`src/rtl/fgm_pkg.sv`:
```
package fgm_pkg;

  typedef enum logic [3:0] {
    OP_IDLE  = 4'd0,
    OP_LDM   = 4'd1,
    OP_LDG   = 4'd2,
    OP_CMPLO = 4'd3,
    OP_CMPX  = 4'd4,
    OP_CMPW  = 4'd5,
    OP_GATE  = 4'd6,
    OP_FRD   = 4'd7,
    OP_FCLR  = 4'd8,
    OP_FSET  = 4'd9,
    OP_GRD   = 4'd10
  } op_e;

  typedef enum logic [1:0] {
    CM_LOW   = 2'd0,
    CM_CROSS = 2'd1,
    CM_WHOLE = 2'd2
  } cmp_mode_e;

  function automatic logic op_is_decision(input logic [3:0] op);
    return (op == OP_CMPLO) || (op == OP_CMPX) || (op == OP_CMPW) ||
           (op == OP_FRD);
  endfunction

endpackage

```
`src/rtl/fgm_bank.sv`:
```
module fgm_bank #(
  parameter int SW = 4,
  parameter int GW = 8,
  localparam int NG = 1 << SW
) (
  input  logic          clk,
  input  logic          we,
  input  logic [SW-1:0] waddr,
  input  logic [GW-1:0] wdata,
  input  logic [SW-1:0] raddr,
  output logic [GW-1:0] rdata
);

  logic [GW-1:0] mem [NG];

  always_ff @(posedge clk) begin
    if (we) mem[waddr] <= wdata;
    rdata <= mem[raddr];
  end

endmodule

```
`src/rtl/fgm_match.sv`:
```
module fgm_match #(
  parameter int GW = 8,
  localparam int HW = GW / 2
) (
  input  fgm_pkg::cmp_mode_e mode,
  input  logic [GW-1:0]      mreg,
  input  logic [GW-1:0]      grp,
  output logic               hit
);
  import fgm_pkg::*;

  logic lo_eq, cross_eq, whole_eq;

  assign lo_eq    = (mreg[HW-1:0] == grp[HW-1:0]);
  assign cross_eq = (mreg[HW-1:0] == grp[GW-1:HW]);
  assign whole_eq = (mreg == grp);

  always_comb begin
    unique case (mode)
      CM_LOW:   hit = lo_eq;
      CM_CROSS: hit = cross_eq;
      CM_WHOLE: hit = whole_eq;
      default:  hit = 1'b0;
    endcase
  end

endmodule

```
`src/rtl/fgm_misc.sv`:
```
module fgm_misc #(
  parameter int SW = 4,
  localparam int NM = 1 << SW
) (
  input  logic          clk,
  input  logic          rst,
  input  logic          we,
  input  logic [SW-1:0] wsel,
  input  logic          wval,
  input  logic [SW-1:0] rsel,
  output logic          rbit
);

  logic [NM-1:0] ff_q;

  always_ff @(posedge clk) begin
    if (rst)     ff_q <= '0;
    else if (we) ff_q[wsel] <= wval;
  end

  assign rbit = ff_q[rsel];

  AST_MISC_WRITE: assert property (@(posedge clk) disable iff (rst)
    we |=> (ff_q[$past(wsel)] == $past(wval)));

endmodule

```
`src/rtl/fgm_unit.sv`:
```
module fgm_unit #(
  parameter int SW = 4,
  parameter int GW = 8
) (
  input  logic          clk,
  input  logic          rst,
  input  logic [3:0]    cmd_i,
  input  logic [SW-1:0] src_i,
  input  logic [SW-1:0] dst_i,
  input  logic [GW-1:0] data_i,
  output logic          dec_o,
  output logic          dec_vld_o,
  output logic [GW-1:0] grp_o,
  output logic [GW-1:0] m_o
);
  import fgm_pkg::*;

  // stage 1 registers
  logic [3:0]    s1_op;
  logic [SW-1:0] s1_src, s1_dst;
  logic [GW-1:0] s1_data;
  logic          fwd_hit;
  logic [GW-1:0] fwd_data;

  // stage 2 signals
  logic [GW-1:0] bank_rd, opnd, wr_data;
  logic          wr_en, hit, fbit, dec_next, f_we;
  cmp_mode_e     mode;

  always_ff @(posedge clk) begin
    if (rst) begin
      s1_op   <= OP_IDLE;
      s1_src  <= '0;
      s1_dst  <= '0;
      s1_data <= '0;
    end else begin
      s1_op   <= cmd_i;
      s1_src  <= src_i;
      s1_dst  <= dst_i;
      s1_data <= data_i;
    end
  end

  fgm_bank #(.SW(SW), .GW(GW)) u_bank (
    .clk   (clk),
    .we    (wr_en),
    .waddr (s1_dst),
    .wdata (wr_data),
    .raddr (src_i),
    .rdata (bank_rd)
  );

  // bypass for a read that meets a write at the same edge
  always_ff @(posedge clk) begin
    if (rst) begin
      fwd_hit  <= 1'b0;
      fwd_data <= '0;
    end else begin
      fwd_hit  <= wr_en && (s1_dst == src_i);
      fwd_data <= wr_data;
    end
  end

  assign opnd    = fwd_hit ? fwd_data : bank_rd;
  assign wr_en   = (s1_op == OP_LDG) || (s1_op == OP_GATE);
  assign wr_data = (s1_op == OP_LDG) ? s1_data : opnd;

  always_comb begin
    unique case (s1_op)
      OP_CMPX: mode = CM_CROSS;
      OP_CMPW: mode = CM_WHOLE;
      default: mode = CM_LOW;
    endcase
  end

  fgm_match #(.GW(GW)) u_match (
    .mode (mode),
    .mreg (m_o),
    .grp  (opnd),
    .hit  (hit)
  );

  assign f_we = (s1_op == OP_FCLR) || (s1_op == OP_FSET);

  fgm_misc #(.SW(SW)) u_misc (
    .clk  (clk),
    .rst  (rst),
    .we   (f_we),
    .wsel (s1_dst),
    .wval (s1_op == OP_FSET),
    .rsel (s1_src),
    .rbit (fbit)
  );

  assign dec_next = (s1_op == OP_FRD) ? fbit : hit;

  always_ff @(posedge clk) begin
    if (rst) begin
      dec_o     <= 1'b0;
      dec_vld_o <= 1'b0;
      grp_o     <= '0;
      m_o       <= '0;
    end else begin
      dec_vld_o <= op_is_decision(s1_op);
      if (op_is_decision(s1_op)) dec_o <= dec_next;
      if (s1_op == OP_GRD)       grp_o <= opnd;
      if (s1_op == OP_LDM)       m_o   <= s1_data;
    end
  end

  AST_RESET_QUIET: assert property (@(posedge clk) disable iff (rst)
    $past(rst) |-> (!dec_vld_o && !dec_o && grp_o == '0 && m_o == '0));
  AST_VLD_PULSE: assert property (@(posedge clk) disable iff (rst)
    op_is_decision(s1_op) |=> dec_vld_o);
  AST_DEC_HOLD: assert property (@(posedge clk) disable iff (rst)
    !op_is_decision(s1_op) |=> (!dec_vld_o && $stable(dec_o)));
  AST_M_HOLD: assert property (@(posedge clk) disable iff (rst)
    (s1_op != OP_LDM) |=> $stable(m_o));
  AST_GRP_HOLD: assert property (@(posedge clk) disable iff (rst)
    (s1_op != OP_GRD) |=> $stable(grp_o));
  AST_LDM_TAKES: assert property (@(posedge clk) disable iff (rst)
    (s1_op == OP_LDM) |=> (m_o == $past(s1_data)));

endmodule

```
`config.mk`:
```
export PLATFORM = sky130hd
export DESIGN_NAME = fgm_unit
export DESIGN_NICKNAME = d
export VERILOG_FILES = /design/src/rtl/fgm_pkg.sv /design/src/rtl/fgm_bank.sv /design/src/rtl/fgm_match.sv /design/src/rtl/fgm_misc.sv /design/src/rtl/fgm_unit.sv
export SDC_FILE = /design/constraint.sdc
export NUM_CORES = 1
export LEC_CHECK = 0
export ABC_AREA = 1
export BUFFER_PORTS_ARGS = -buffer_cell sky130_fd_sc_hd__buf_4
export CAP_MARGIN = 20
export CORE_MARGIN = 2
export CORE_UTILIZATION = 50
export DETAILED_ROUTE_END_ITERATION = 10
export PLACE_DENSITY = 0.67
export REMOVE_ABC_BUFFERS = 1
export SETUP_SLACK_MARGIN = 0.1
export SYNTH_ARGS = -nofsm -noshare
export SYNTH_HDL_FRONTEND = slang
export SYNTH_HIERARCHICAL = 1
export SYNTH_SLANG_ARGS = --single-unit
```
`constraint.sdc`:
```
create_clock -name clk -period 2.3 [get_ports clk]
set_input_delay 0.46 -clock clk [delete_from_list [all_inputs] [get_ports clk]]
set_output_delay 0.46 -clock clk [all_outputs]
set_load 0.05 [all_outputs]
```
==> results.txt, run 1 <==
max-cap violations - 0
CP startpoint kind - flip-flop
XOR/XNOR Fraction of Synth Area - 0.005815
final setup fails - 0
die area - 0.01872 sq mm
# IOs - 40
nets - 1065
Post-CTS Setup Bufs - 0
core box area - 0.01730 sq mm
CP max FO - 16
die extent in y - 136.8 microns
Seq/Total Area, Yosys - 0.5968
Yosys top cell by area - edfxtp_1
Post-Syn Instances - 996
mapped cell area - 0.008822 sq mm
clock insertion delay at the later pin of the skew report - 430 ps
setup slack, reg-to-reg - 350 ps
first-pass GRT wire length - 29730 microns
syn avg cell area - 8.858 sq um
clk_skew - 7.128 ps
n_diodes - 0
post-DP HPWL - 12050 microns
Post-Synth Adder-Cell Area - 0
clk buf depth - 2
Simple-Gate Fraction of Synth Area - 0.2415
Slew HR - 0.5467
Worst-Margin Slew - 678.9 ps
Hold Violations, Final - 0
antenna viol nets, final - 0
synthesis-to-finish area growth - 12.38%
num rows - 48
VDD IR-drop max - 0.5175 mV
HP Class - input pin to flip-flop
TritonRoute pass-1 iters - 5
final WL - 18970 microns
total negative setup slack - 0 ps
Post-synth EDFFs - 128
FF/Latch Area - 0.005265 sq mm
post-synthesis compound-gate area fraction - 0.04751
main combinational cell family by area after synthesis - simple AND/OR/NAND/NOR gates
maximum clock frequency - 514.0 MHz
largest net degree at the start of global routing - 66
# DRC - 0
Tmin final - 1945 ps
PostCTS Resize Cnt - 0
total CTS buffers - 17
share of the cycle needed by the critical path after routing - 0.8458
status - finished, final reports clean
Starting DRT DRC Count - 525
Synth Register Bits - 199
Yosys Warn Count - 6
CTS tree - built
Vias/cell - 4.951
share of the synthesized area in the top cell type - 0.4357
largest cells by area after synthesis - edfxtp_1, dfxtp_1, nand2_1
required time worst endpoint - 2470 ps
port buffer count - 39
Pwr Density - 751.2 mW/mm^2
Max Slew Vio Count - 0
Final GP Congestion - 0.8514
asr flop ratio synth - 0
final worst setup slack - 354.6 ps
post-synth cell types - 31
mux share of post-synthesis cell area - 0
area occupied by multi-input gates - 0.002601 sq mm
root buf cell - clkbuf_16
CTS H-tree depth - 4
Worst EP arrival - 2110 ps
drt wl/cell - 14.80 microns
number of global-route vias before repair - 5822
commonest non-fill, non-tap cell in the layout - nand2_1
layout cells sized above 1 - 0.1297
R2R depth - 4
# hold bufs at CTS - 0
Leak Pwr - 0.004354 uW
Die Width - 136.8 microns
most frequent cells in the layout - nand2_1, inv_1, edfxtp_1
element type at the critical path end - flip-flop
routed vias - 6342
GRT Residual Overflow - 0
Initial Utilization - 0.5101
Top FF cell, synth - edfxtp_1
Fill cells - 1521
Setup CP Type - flip-flop to flip-flop
Clock Pin Slew Worst Setup and Hold Paths - 60 ps
unrepaired setup endpoints after global routing - false
hold depth - 3
Post-Place Setup Slack - 415.0 ps
Total GRT Usage - 0.2119
initial antenna violation count - 0
CTS Sinks - 199
[metrics by stage]
stage               cells  utilization  area [sq um]  hold slack, ps  power (uW)
floorplan             958            -          8564           448.5        4460
global placement     1249       0.5415          9366           439.7        4750
detailed placement   1249       0.5415          9366           441.9        4760
CTS                  1281       0.5732          9915           211.1        7498
global route         1281       0.5732          9915           226.4        7719
finish               1281       0.5732          9915           224.1        7448
[routing by layer]
layer	vias up	share of wire	GRT usage
met1	2928	0.44	0.2828
li1	3232	-	-
met5	-	0	0
met4	0	0.018	0.07904
met3	27	0.051	0.03407
met2	155	0.49	0.3500
[report_power, final]
group / total (uW) / internal, uW / switching, uW
sequential: 3980 / 3930 / 54.5
clock: 2760 / 1510 / 1250
combinational: 702 / 210 / 492
total: 7450 / 5650 / 1790
[critical path, stage by stage (launching register included)]
cell	delay [ps]
dfxtp_1	460
o21ai_0	570
nand2b_1	200
o21ai_2	70
inv_1	380
[synthesized netlist by cell type (3+ instances only)]
cell type	count
nand3_1	124
buf_6	10
o21ai_2	6
dfxtp_1	71
nand2b_1	8
a21oi_1	28
o21ai_0	24
buf_1	3
o21ai_1	20
buf_4	6
nor2_1	79
nand2_2	3
nand4_1	4
inv_2	10
nand2_1	246
inv_1	176
nor2_2	10
buf_2	14
clkbuf_1	5
nand3_2	5
edfxtp_1	128
[final cells by class]
class                           instances  share of cell area
Sequential cell                       199              0.5310
Tap cell                              225             0.02839
Clock inverter                         13             0.01060
Clock buffer                           19             0.04467
Inverter                              186             0.07042
Multi-Input combinational cell        573              0.2624
Timing Repair Buffer                   66             0.05250
[kinds of logic after synthesis]
kind of cell           Yosys count
AO/OA/AOI/OAI                   79
AND/OR/NAND/NOR                489
flip-flops                     199
XOR/XNOR                         5
buffers and inverters          224
[worst paths after layout]
| kind | from | end |
|---|---|---|
| worst max-delay path | fwd_hit | u_bank/mem[12][3] |
| worst max register to register | fwd_hit | u_bank/mem[12][3] |
| worst min register to register | grp_o[3] | grp_o[3] |
| worst min-delay path | data_i[6] | s1_data[6] |
[sequential cells by signal, indices dropped and copies added (netlist names)]
signal        count
grp_o             8
s1_data           8
fwd_data          8
fwd_hit           1
u_bank/mem      128
u_misc/ff_q      16
dec_o             1
s1_dst            4
s1_src            4
m_o               8
u_bank/rdata      8
s1_op             4
dec_vld_o         1
Note: power is estimated with default switching activity, not from simulation.
==> run 2, diff against run 1 <==
- ABC_AREA: 1 -> 0
- clock period: 2.3 -> 2 ns (I/O delays scaled with it)
==> results.txt, run 2 <==
post-DP HPWL - 11550 microns (-4.2%)
largest cells by area after synthesis - edfxtp_1, dfxtp_1, mux4_1
HP Class - input pin to flip-flop
VDD IR-drop max - 0.6455 mV (+25%)
GRT Residual Overflow - 0 (unchanged)
die extent in y - 130.5 microns (-4.6%)
clk buf depth - 2 (unchanged)
nets - 650 (-39%)
biggest registers after layout - u_bank/mem x128, u_misc/ff_q x16
Max Slew Vio Count - 0 (unchanged)
hold_ws - 177.0 ps (-47.05 ps)
Slew HR - 0.5846 (+0.03792)
maximum clock frequency - 531.9 MHz (+3.5%)
Vias/cell - 5.642 (+14%)
max reg flops - 128 (unchanged)
R2R depth - 10 (+6)
Post-synth EDFFs - 128 (unchanged)
layout cells sized above 1 - 0.2902 (+0.1604)
Initial Utilization - 0.5073 (-0.002756)
Setup CP Type - flip-flop to flip-flop
core box area - 0.01577 sq mm (-8.8%)
Fill cells - 1214 (-20%)
post-synth cell types - 51 (+65%)
root buf cell - clkbuf_16
Crit Reg-Reg Endpoint - dec_o
Pwr Density - 902.1 mW/mm^2 (+20%)
CTS tree - built
most frequent cells in the layout - edfxtp_1, buf_4, dfxtp_1
Post-Syn Instances - 535 (-46%)
Hold Path Origin - dst_i[3]
Clock Pin Slew Worst Setup and Hold Paths - 70 ps (about the same)
max-cap violations - 0 (unchanged)
Yosys top cell by area - edfxtp_1
clk_skew - 13.76 ps (+6.633 ps)
Tmin final - 1880 ps (-65.35 ps)
setup slack, reg-to-reg - 120 ps (-230 ps)
Leak Pwr - 0.003391 uW (-22%)
Yosys Warn Count - 6 (unchanged)
# DRC - 0 (unchanged)
Tot Pwr - 8591 uW (+15%)
number of global-route vias before repair - 4843 (-17%)
CTS Sinks - 199 (unchanged)
Die Width - 130.5 microns (-4.6%)
final setup fails - 0 (unchanged)
CP startpoint kind - flip-flop
antenna viol nets, final - 0 (unchanged)
# IOs - 40 (unchanged)
Worst-Margin Slew - 621.8 ps (-57.17 ps)
status - finished, final reports clean
r2r startpoint - fwd_hit
Final GP Congestion - 0.7968 (-6.4%)
required time worst endpoint - 2340 ps (-130 ps)
largest net degree at the start of global routing - 42 (-36%)
drt wl/cell - 20.15 microns (+36%)
Total GRT Usage - 0.2122 (+0.0002294)
final worst setup slack - 120.0 ps (-234.6 ps)
initial antenna violation count - 0 (unchanged)
hold depth - 2 (-1)
final WL - 17270 microns (-8.9%)
element type at the critical path end - flip-flop
CP max FO - 5 (-11)
unrepaired setup endpoints after global routing - true
synthesis-to-finish area growth - 19.03%
clock insertion delay at the later pin of the skew report - 440 ps (about the same)
total CTS buffers - 17 (unchanged)
asr flop ratio synth - 0 (unchanged)
CTS H-tree depth - 4 (unchanged)
commonest non-fill, non-tap cell in the layout - edfxtp_1
Hold Violations, Final - 0 (unchanged)
n_diodes - 0 (unchanged)
Worst EP arrival - 2220 ps (+110 ps)
most common cell in the netlist - edfxtp_1
Synth Register Bits - 199 (unchanged)
port buffer count - 39 (unchanged)
Top FF cell, synth - edfxtp_1
Starting DRT DRC Count - 503 (-4.2%)
share of the synthesized area in the top cell type - 0.4805 (+0.04477)
first-pass GRT wire length - 26280 microns (-12%)
largest reg by FF count - u_bank/mem
mapped cell area - 0.008000 sq mm (-9.3%)
syn avg cell area - 14.95 sq um (+69%)
Seq/Total Area, Yosys - 0.6581 (+0.06132)
num rows - 46 (-4.2%)
TritonRoute pass-1 iters - 5 (unchanged)
routed vias - 4835 (-24%)
hold endpoint - s1_dst[3]
Synth top cells by count - edfxtp_1, dfxtp_1, a21oi_1, nor2_1, nand2_1
total negative setup slack - 0 ps (unchanged)
Final Util - 0.6039 (+0.03065)
die area - 0.01703 sq mm (-9.1%)
share of the cycle needed by the critical path after routing - 0.9400 (+0.09419)
Post-Place Setup Slack - -20.11 ps (-435.1 ps)
==> run 2: cell types whose count changed after synthesis, moves of 16 or more <==
cell | previous run | this run
nand3_1 | 124 | 14
nand2_1 | 246 | 28
mux4_1 | 0 | 18
mux2i_1 | 0 | 16
nor2_1 | 79 | 33
mux4_2 | 0 | 18
nor2b_1 | 0 | 24
a22oi_1 | 0 | 16
o21ai_1 | 20 | 0
inv_1 | 176 | 12
==> run 2: kinds of logic after synthesis <==
logic type             after synthesis  share of synthesized area
buffers and inverters               41                    0.02877
AND/OR/NAND/NOR                    143                    0.09681
AO/OA/AOI/OAI                       86                    0.07085
flip-flops                         199                     0.6581
multiplexers                        53                     0.1312
XOR/XNOR                            13                    0.01423
==> run 2: how the worst max path moves through the flow <==
stage | start | end | slack, ps
2_1_floorplan | s1_op[1] | u_bank/mem[0][0] | -330
3_3_place_gp | s1_op[1] | u_bank/mem[5][3] | 30
3_5_place_dp | s1_op[1] | u_bank/mem[0][4] | -20
4_1_cts | fwd_hit | dec_o | 90
5_1_grt | fwd_hit | dec_o | -30
6_report | fwd_hit | dec_o | 120
==> run 2: metal layers <==
layer,up-vias,track usage,routed length (microns)
met5,-,0,0
met4,0,0.09387,436
met3,26,0.04275,880
met2,170,0.3407,8299
met1,2408,0.2833,7654
li1,2231,-,-
==> run 2: where the power goes <==
part	total (uW)	switching, uW	internal (uW)
combinational	747	429	319
sequential	4570	60.6	4510
clock	3270	1530	1750
==> run 2: final cells by class <==
class,instances,area [sq um],share of cell area
multi-input cells,295,2557,0.2686
clock buffers,18,429.2,0.04507
flip-flops and latches,199,5273,0.5537
well taps,216,270.3,0.02838
inverters,12,45.04,0.004730
repair buffers,103,809.5,0.08501
clock inverters,14,138.9,0.01458
==> run 2: repair_timing <==
action	CTS	global route
buffers inserted	5	2
hold buffers	0	0
pin swaps	4	5
resized for setup	9	15
setup endpoints to repair	173	37
==> run 2: worst max-delay path: stages, from the launching register on <==
cell and delay, ps:
dfxtp_2 340, buf_6 130, mux2i_2 230, inv_1 110
xnor2_1 170, nand4_1 120, nor4_2 220, nand4_1 130
nand2_1 80, mux2i_1 60, a211oi_1 190
==> run 2: through the flow <==
stage | area (sq um) | cells
final | 9523 | 857
after global routing | 9523 | 857
after CTS | 9463 | 855
after detailed placement | 8831 | 818
after global placement | 8831 | 818
after floorplan | 7815 | 506
==> run 3, diff against run 2 <==
- RECOVER_POWER: default -> 100
==> results.txt, run 3 (synthesis results as in run 2) <==
status - finished, final reports clean
total negative setup slack - 0 ps (unchanged)
maximum clock frequency - 517.9 MHz (-2.6%)
HP Class - input pin to flip-flop
TritonRoute pass-1 iters - 6 (+1)
total CTS buffers - 17 (unchanged)
final WL - 17390 microns (+0.69%)
Starting DRT DRC Count - 519 (+3.2%)
required time worst endpoint - 2270 ps (-70 ps)
element type at the critical path end - flip-flop
largest reg by FF count - u_bank/mem
CTS tree - built
Leak Pwr - 0.003300 uW (-2.7%)
root buf cell - clkbuf_16
Worst EP arrival - 2200 ps (-20 ps)
nets - 650 (unchanged)
drt wl/cell - 20.29 microns (+0.69%)
Pwr Density - 909.5 mW/mm^2 (+0.82%)
max reg flops - 128 (unchanged)
Clock Pin Slew Worst Setup and Hold Paths - 70 ps (about the same)
commonest non-fill, non-tap cell in the layout - edfxtp_1
synthesis-to-finish area growth - 17.72%
Slew HR - 0.1696 (-0.4150)
Worst-Margin Slew - 1246 ps (+623.8 ps)
GRT Residual Overflow - 0 (unchanged)
post-DP HPWL - 11550 microns (unchanged)
Setup CP Type - flip-flop to flip-flop
DP Cell Count - 818 (unchanged)
CP startpoint kind - flip-flop
CTS Sinks - 199 (unchanged)
routed vias - 4833 (-0.041%)
Final GP Congestion - 0.7968 (unchanged)
largest net degree at the start of global routing - 42 (unchanged)
# DRC - 0 (unchanged)
Vias/cell - 5.639 (about the same)
layout cells sized above 1 - 0.2480 (-0.04212)
# IOs - 40 (unchanged)
die extent in y - 130.5 microns (unchanged)
Hold Violations, Final - 0 (unchanged)
most frequent cells in the layout - edfxtp_1, buf_4, dfxtp_1
clock insertion delay at the later pin of the skew report - 440 ps (about the same)
Initial Utilization - 0.5073 (unchanged)
antenna viol nets, final - 0 (unchanged)
max-cap violations - 0 (unchanged)
CTS H-tree depth - 4 (unchanged)
final std cells w/o fill - 857 (unchanged)
port buffer count - 39 (unchanged)
Max Slew Vio Count - 0 (unchanged)
unrepaired setup endpoints after global routing - true
VDD IR-drop max - 0.6453 mV (about the same)
final setup fails - 0 (unchanged)
Die Width - 130.5 microns (unchanged)
core box area - 0.01577 sq mm (unchanged)
number of global-route vias before repair - 4843 (unchanged)
n_diodes - 0 (unchanged)
Total GRT Usage - 0.2122 (unchanged)
biggest registers after layout - u_bank/mem x128, u_misc/ff_q x16
clk buf depth - 2 (unchanged)
first-pass GRT wire length - 26280 microns (unchanged)
clk_skew - 10.60 ps (-3.158 ps)
Tmin final - 1931 ps (+50.86 ps)
num rows - 46 (unchanged)
CP max FO - 16 (+11)
die area - 0.01703 sq mm (unchanged)
share of the cycle needed by the critical path after routing - 0.9654 (+0.02543)
initial antenna violation count - 0 (unchanged)
==> run 3: power by group <==
| group | internal (uW) | switching, uW | leakage (uW) |
|---|---|---|---|
| Sequential | 4510 | 60.3 | 0.00174 |
| Combinational | 303 | 427 | 0.00129 |
| Clock | 1750 | 1520 | 0.000270 |
==> run 3: per-stage QoR <==
step / cell area, sq um / setup slack (ps) / power, uW / utilization / hold slack, ps
2_1_floorplan: 7815 / -331.0 / 5004 / - / 426.2
3_3_place_gp: 8831 / 27.90 / 5335 / 0.5600 / 459.1
3_5_place_dp: 8831 / -20.11 / 5362 / 0.5600 / 459.6
4_1_cts: 9463 / 89.14 / 8613 / 0.6000 / 165.4
5_1_grt: 9418 / -30.57 / 8841 / 0.5972 / 170.2
6_report: 9418 / 69.14 / 8565 / 0.5972 / 176.1
==> run 3: cell type report <==
class,instances,area [sq um]
repair buffers,103,728.2
multi-input cells,295,2534
clock buffers,18,429.2
clock inverters,14,138.9
flip-flops and latches,199,5273
well taps,216,270.3
fillers,1248,6352
inverters,12,45.04
==> run 3: final timing paths <==
check                 start               end  slack, ps  cells past startpoint
max                s1_op[3]  u_bank/mem[1][5]         70                      4
min                dst_i[3]         s1_dst[3]        180                      2
max reg2reg        s1_op[3]  u_bank/mem[1][5]         70                      4
min reg2reg  u_misc/ff_q[4]    u_misc/ff_q[4]        480                      2
==> run 3: routing by layer <==
layer	vias to the layer above	part of all wire	GRT usage
met5	-	0	0
met4	0	0.027	0.09387
met3	29	0.054	0.04275
met2	178	0.48	0.3407
met1	2394	0.44	0.2833
li1	2232	-	-
==> run 3: critical path, stage by stage, from the launching register on <==
cell	delay (ps)
dfxtp_2	350
or4b_1	700
buf_4	250
a21oi_1	240
buf_6	220
==> run 3: repair_timing <==
item | in CTS | in global routing
hold buffers | 0 | 0
gates resized for setup | 9 | 15
pin swaps | 4 | 5
setup endpoints to repair | 173 | 37
buffers inserted | 5 | 2
